### src/rtl/mapper_pkg.sv
package mapper_pkg;

    typedef logic [7:0] bank_t;

    typedef enum logic [1:0] {
        WR_NONE,
        WR_PRG,
        WR_CHR,
        WR_MIRROR
    } wr_kind_e;

    typedef struct packed {
        bank_t [2:0] prg;
        bank_t [7:0] chr;
        logic        mirror_h;
    } map_regs_t;

    function automatic map_regs_t regs_reset_value();
        map_regs_t r;
        r = '0;
        for (int i = 0; i < 3; i++) begin
            r.prg[i] = bank_t'(i);
        end
        return r;
    endfunction

endpackage

### src/rtl/mapper_wr_decode.sv
module mapper_wr_decode
    import mapper_pkg::*;
(
    input  logic        wr,
    input  logic [15:0] addr,
    output wr_kind_e    kind,
    output logic [1:0]  prg_idx,
    output logic        accept
);

    always_comb begin
        kind    = WR_NONE;
        prg_idx = 2'd0;
        case (addr[15:12])
            4'h8: begin kind = WR_PRG; prg_idx = 2'd0; end
            4'hA: begin kind = WR_PRG; prg_idx = 2'd1; end
            4'hC: begin kind = WR_PRG; prg_idx = 2'd2; end
            4'hB: kind = WR_CHR;
            4'h9: if (addr[11:1] == 11'd0) kind = WR_MIRROR;
            default: kind = WR_NONE;
        endcase
        accept = wr && (kind != WR_NONE);
    end

endmodule

### src/rtl/mapper_regs.sv
module mapper_regs
    import mapper_pkg::*;
(
    input  logic      clk,
    input  logic      rst_n,
    input  logic      accept,
    input  wr_kind_e  kind,
    input  logic [1:0] prg_idx,
    input  logic [2:0] slot,
    input  bank_t     wdata,
    output map_regs_t regs_q
);

    map_regs_t regs_d;

    always_comb begin
        regs_d = regs_q;
        if (accept) begin
            case (kind)
                WR_PRG:    regs_d.prg[prg_idx] = wdata;
                WR_CHR:    regs_d.chr[slot]    = wdata;
                WR_MIRROR: regs_d.mirror_h     = wdata[7];
                default:   regs_d = regs_q;
            endcase
        end
    end

    always_ff @(posedge clk) begin
        if (!rst_n) regs_q <= regs_reset_value();
        else        regs_q <= regs_d;
    end

    AST_PRG_LOAD: assert property (@(posedge clk) disable iff (!rst_n)
        (accept && kind == WR_PRG) |=> regs_q.prg[$past(prg_idx)] == $past(wdata));
    AST_CHR_LOAD: assert property (@(posedge clk) disable iff (!rst_n)
        (accept && kind == WR_CHR) |=> regs_q.chr[$past(slot)] == $past(wdata));
    AST_HOLD_UNACCEPTED: assert property (@(posedge clk) disable iff (!rst_n)
        !accept |=> $stable(regs_q));

endmodule

### src/rtl/mapper_prg_xlate.sv
module mapper_prg_xlate
    import mapper_pkg::*;
#(
    parameter int PRG_BANKS = 16,
    localparam int PBW = $clog2(PRG_BANKS),
    localparam int PAW = PBW + 13
) (
    input  logic [15:0]  cpu_addr,
    input  bank_t [2:0]  prg_bank,
    output logic         prg_sel,
    output logic [PAW-1:0] prg_addr
);

    logic [1:0]     win;
    logic [PBW-1:0] bank;
    logic           unused_ok;

    always_comb begin
        win = cpu_addr[14:13];
        if (win == 2'd3) bank = PBW'(PRG_BANKS - 1);
        else             bank = prg_bank[win][PBW-1:0];
        prg_addr = {bank, cpu_addr[12:0]};
        prg_sel  = cpu_addr[15];
    end

    assign unused_ok = ^prg_bank;

endmodule

### src/rtl/mapper_chr_xlate.sv
module mapper_chr_xlate
    import mapper_pkg::*;
#(
    parameter int CHR_BANKS  = 32,
    parameter bit CHR_IS_RAM = 1'b0,
    localparam int CBW = $clog2(CHR_BANKS),
    localparam int CAW = CBW + 10
) (
    input  logic [13:0]    ppu_addr,
    input  logic           ppu_wr,
    input  bank_t [7:0]    chr_bank,
    output logic           chr_sel,
    output logic [CAW-1:0] chr_addr,
    output logic           chr_we
);

    logic [CBW-1:0] bank;
    logic           unused_ok;

    always_comb begin
        bank     = chr_bank[ppu_addr[12:10]][CBW-1:0];
        chr_addr = {bank, ppu_addr[9:0]};
        chr_sel  = !ppu_addr[13];
    end

    generate
        if (CHR_IS_RAM) begin : g_ram
            assign chr_we = ppu_wr && chr_sel;
        end else begin : g_rom
            assign chr_we = 1'b0;
        end
    endgenerate

    assign unused_ok = ^{chr_bank, ppu_wr};

endmodule

### src/rtl/cart_bank_mapper.sv
module cart_bank_mapper
    import mapper_pkg::*;
#(
    parameter int PRG_BANKS  = 16,
    parameter int CHR_BANKS  = 32,
    parameter bit CHR_IS_RAM = 1'b0,
    localparam int PAW = $clog2(PRG_BANKS) + 13,
    localparam int CAW = $clog2(CHR_BANKS) + 10
) (
    input  logic           clk,
    input  logic           rst_n,
    input  logic           cpu_wr,
    input  logic [15:0]    cpu_addr,
    input  logic [7:0]     cpu_wdata,
    output logic           cpu_wr_ack,
    output logic           prg_sel,
    output logic [PAW-1:0] prg_addr,
    input  logic [13:0]    ppu_addr,
    input  logic           ppu_wr,
    output logic           chr_sel,
    output logic [CAW-1:0] chr_addr,
    output logic           chr_we,
    output logic           mirror_horiz
);

    wr_kind_e   kind;
    logic [1:0] prg_idx;
    map_regs_t  regs_q;

    mapper_wr_decode u_dec (
        .wr      (cpu_wr),
        .addr    (cpu_addr),
        .kind    (kind),
        .prg_idx (prg_idx),
        .accept  (cpu_wr_ack)
    );

    mapper_regs u_regs (
        .clk     (clk),
        .rst_n   (rst_n),
        .accept  (cpu_wr_ack),
        .kind    (kind),
        .prg_idx (prg_idx),
        .slot    (cpu_addr[2:0]),
        .wdata   (cpu_wdata),
        .regs_q  (regs_q)
    );

    mapper_prg_xlate #(.PRG_BANKS(PRG_BANKS)) u_prg (
        .cpu_addr (cpu_addr),
        .prg_bank (regs_q.prg),
        .prg_sel  (prg_sel),
        .prg_addr (prg_addr)
    );

    mapper_chr_xlate #(.CHR_BANKS(CHR_BANKS), .CHR_IS_RAM(CHR_IS_RAM)) u_chr (
        .ppu_addr (ppu_addr),
        .ppu_wr   (ppu_wr),
        .chr_bank (regs_q.chr),
        .chr_sel  (chr_sel),
        .chr_addr (chr_addr),
        .chr_we   (chr_we)
    );

    assign mirror_horiz = regs_q.mirror_h;

    AST_FIXED_WINDOW: assert property (@(posedge clk) disable iff (!rst_n)
        (cpu_addr[15:13] == 3'b111) |-> (prg_addr[PAW-1:13] == '1));
    AST_PRG_OFFSET: assert property (@(posedge clk) disable iff (!rst_n)
        prg_addr[12:0] == cpu_addr[12:0]);
    AST_CHR_OFFSET: assert property (@(posedge clk) disable iff (!rst_n)
        chr_addr[9:0] == ppu_addr[9:0]);
    AST_MIRROR_LOAD: assert property (@(posedge clk) disable iff (!rst_n)
        (cpu_wr && cpu_addr[15:1] == 15'h4800) |=> mirror_horiz == $past(cpu_wdata[7]));
    AST_ACK_UPPER: assert property (@(posedge clk) disable iff (!rst_n)
        cpu_wr_ack |-> (cpu_wr && cpu_addr[15]));
    AST_NO_WE_OUTSIDE: assert property (@(posedge clk) disable iff (!rst_n)
        (!ppu_wr || ppu_addr[13]) |-> !chr_we);

endmodule

### config.mk
export PLATFORM = sky130hd
export DESIGN_NAME = cart_bank_mapper
export DESIGN_NICKNAME = d
export VERILOG_FILES = /design/src/rtl/mapper_pkg.sv /design/src/rtl/mapper_wr_decode.sv /design/src/rtl/mapper_regs.sv /design/src/rtl/mapper_prg_xlate.sv /design/src/rtl/mapper_chr_xlate.sv /design/src/rtl/cart_bank_mapper.sv
export SDC_FILE = /design/constraint.sdc
export NUM_CORES = 1
export LEC_CHECK = 0
export CELL_PAD_IN_SITES_DETAIL_PLACEMENT = 1
export CELL_PAD_IN_SITES_GLOBAL_PLACEMENT = 2
export CORE_UTILIZATION = 40
export DETAILED_ROUTE_END_ITERATION = 8
export DONT_BUFFER_PORTS = 1
export GPL_TIMING_DRIVEN = 0
export PLACE_DENSITY_LB_ADDON = 0.05
export SLEW_MARGIN = 20
export SYNTH_ARGS = -nofsm -noshare
export SYNTH_HDL_FRONTEND = slang
export SYNTH_SLANG_ARGS = --single-unit
### constraint.sdc
create_clock -name clk -period 2.9 [get_ports clk]
set_input_delay 0.29 -clock clk [delete_from_list [all_inputs] [get_ports clk]]
set_output_delay 0.29 -clock clk [all_outputs]
set_load 0.02 [all_outputs]
==> qor.yml <==
rsz0062_at_grt: "false"
num_io_pins: 79
slowest_stage: "a31oi_1"
yosysWarningCount: 0
ctsHoldBuffers: 0
die_x_um: 83.63
finalNetCount: 321
met2_usage: 0.3392
drt_wl_total_mm: 6.650
clk_pin_slew_ps: 90
critPathBufInv: 1
synth_area_leaders: "dfxtp_1, mux2i_1, mux4_2, buf_4, nand3_1"
grt_usage: 0.2023
nFillCells: 745
crit_fanout: 10
cts_tree: "done"
largest_register_ffs: 53
pre_cts_ws_ps: 1098
status: "complete, no violations"
worstHoldEndpoint: "u_regs.regs_q[5]"
start_kind: "primary input"
slowest_delay_ps: 490
final_area_um2: 2858
yosys.area.top_type: "dfxtp_1"
die_h_um: 83.63
period_share: 0.6140
drive_gt1_frac: 0.2607
grt_max_degree: 17
initial_core_util: 0.4173
met1_usage: 0.2665
overflow: 0
post-route-drc-count: 0
clockRootBuffer: "clkbuf_8"
flow.area_growth_from_synthesis_pct: 7.230
synth.avg_cell_area_um2: 9.798
setup_viol_count_final: 0
min_period_ps: 1781
cts_resized: 0
ys.flop_type: "dfxtp_1"
cp_top_family: "simple AND/OR/NAND/NOR gates"
top_register: "u_regs.regs_q"
clk_latency_ps: 300
netlist_instances: 272
finalClockSkew_ps: 0
synth_common_cells: "dfxtp_1, nand2_1, nand3_1, buf_4, o21ai_0"
hold_ws_ps: 113.7
worstMarginPinSlew_ps: 816.7
tns_ps: 0
largestRegisters: "u_regs.regs_q: 53 flops"
r2r-end: "u_regs.regs_q[0]"
placedCellCount: 349
clock_sinks: 53
path_cells: "clkbuf_2 > nor4bb_1 > nand4_1 > a31oi_1"
gp_congestion: 0.7345
antenna_found_initial: 0
drv_cap: 0
ant_nets: 0
final_util: 0.4475
viasPerCell: 5.569
hold_viol_final: 0
ys_seq_area_frac: 0.3981
reg2reg_from: "u_regs.regs_q[0]"
cts_setup_buffers: 0
synth.most_common_cell: "dfxtp_1"
routedWlPerCell_um: 18.63
powerDensity_nw_per_um2: 463.7
holdPathStages: 2
met3_usage: 0.04451
grt_pass1_wl_mm: 11.16
clockBufferDepth: 2
detailed_place_hpwl_mm: 4.941
first_pass_iters: 4
postPlaceCellArea_um2: 2761
ir_worst_vdd_v: 0.0003343
fin_cells: 357
num_antenna_cells: 0
dieArea_um2: 6993
busiest_layer: "met2"
maxSlewViolCount: 0
criticalPathCategory: "in -> out"
syn_nets: 314
grt_pass1_vias: 2148
slew_headroom: 0.4510
cts-buffers-inserted: 5
cp-end-kind: "output port"
drtIter0Drc: 49
syn_area_um2: 2665
h-tree-depth: 2
vias: 1988
cp_data_arrival_time_ps: 1490
async_reset_ff_frac: 0
coreArea_um2: 6386
power.total_mw: 1.325
required_ps: 2610
min_from: "cpu_wdata[4]"
timing.final.ws_setup_ps: 1119
hp-class: "in -> reg"
rows: 29
rrSetupSlack_ps: 2140
synth_edf_count: 0
synth_top_area_frac: 0.3981
synthDistinctLibCells: 38
port_buffers: 0
worst_r2r_path_depth: 2
yosys_register_bits: 53
fmax_mhz: 561.6
power.leakage_nw: 1.047
==> metal layers <==
layer / up-vias / wire (µm)
met5: - / 0
met3: 4 / 334
met4: 0 / 51
met2: 60 / 3116
met1: 963 / 3148
li1: 961 / -
==> power breakdown <==
part	switching (mW)	total, mW	internal (mW)
clock network	0.252	0.446	0.194
registers	0.00167	0.732	0.731
logic	0.0933	0.147	0.0533
total	0.347	1.33	0.978
==> how the worst max path moves through the flow <==
stage,from,endpoint,slack [ps],cells past startpoint
2_1_floorplan,ppu_addr[11],chr_addr[10],1260,3
3_3_place_gp,ppu_addr[10],chr_addr[14],1100,3
3_5_place_dp,ppu_addr[10],chr_addr[14],1100,3
4_1_cts,ppu_addr[10],chr_addr[14],1100,3
5_1_grt,cpu_addr[12],cpu_wr_ack,1030,4
6_report,cpu_addr[12],cpu_wr_ack,1120,4
==> final cells by class <==
cell class	instances	area [µm²]	area share
Inverter	1	3.754	0.001313
Clock buffer	6	82.58	0.02890
Clock inverter	2	13.76	0.004816
Sequential cell	53	1061	0.3713
Buffer	44	279.0	0.09764
Tap cell	77	96.34	0.03371
Multi-Input combinational cell	174	1321	0.4623
==> cells in the final DEF, fill, tap and decap left out, types with 2 or more instances in the layout <==
master | netlist | routed
nand4_1 | 3 | 3
nor2b_1 | 8 | 8
o21ai_0 | 25 | 25
nor4_1 | 2 | 2
nand3_1 | 27 | 27
nor2_1 | 2 | 2
clkbuf_8 | 0 | 6
and3_1 | 2 | 2
or4b_1 | 2 | 2
mux4_2 | 10 | 10
clkbuf_1 | 8 | 8
nand2_1 | 33 | 33
buf_4 | 25 | 25
dfxtp_1 | 53 | 53
a21boi_0 | 3 | 3
clkbuf_2 | 2 | 2
o21ai_2 | 5 | 5
buf_2 | 8 | 8
mux2_2 | 9 | 9
mux2i_1 | 23 | 23
o22a_1 | 4 | 4
==> cells by family (layout without fill, tap and decap cells) <==
kind of cell / Yosys count / after routing / synth area share
compound gates: 40 / 40 / 0.09296
flops: 53 / 53 / 0.3981
mux: 42 / 42 / 0.2089
simple gates: 91 / 91 / 0.1925
other cells: 1 / 1 / 0.001407
buf+inv: 45 / 53 / 0.1061
(Power assumes the default switching activity.)
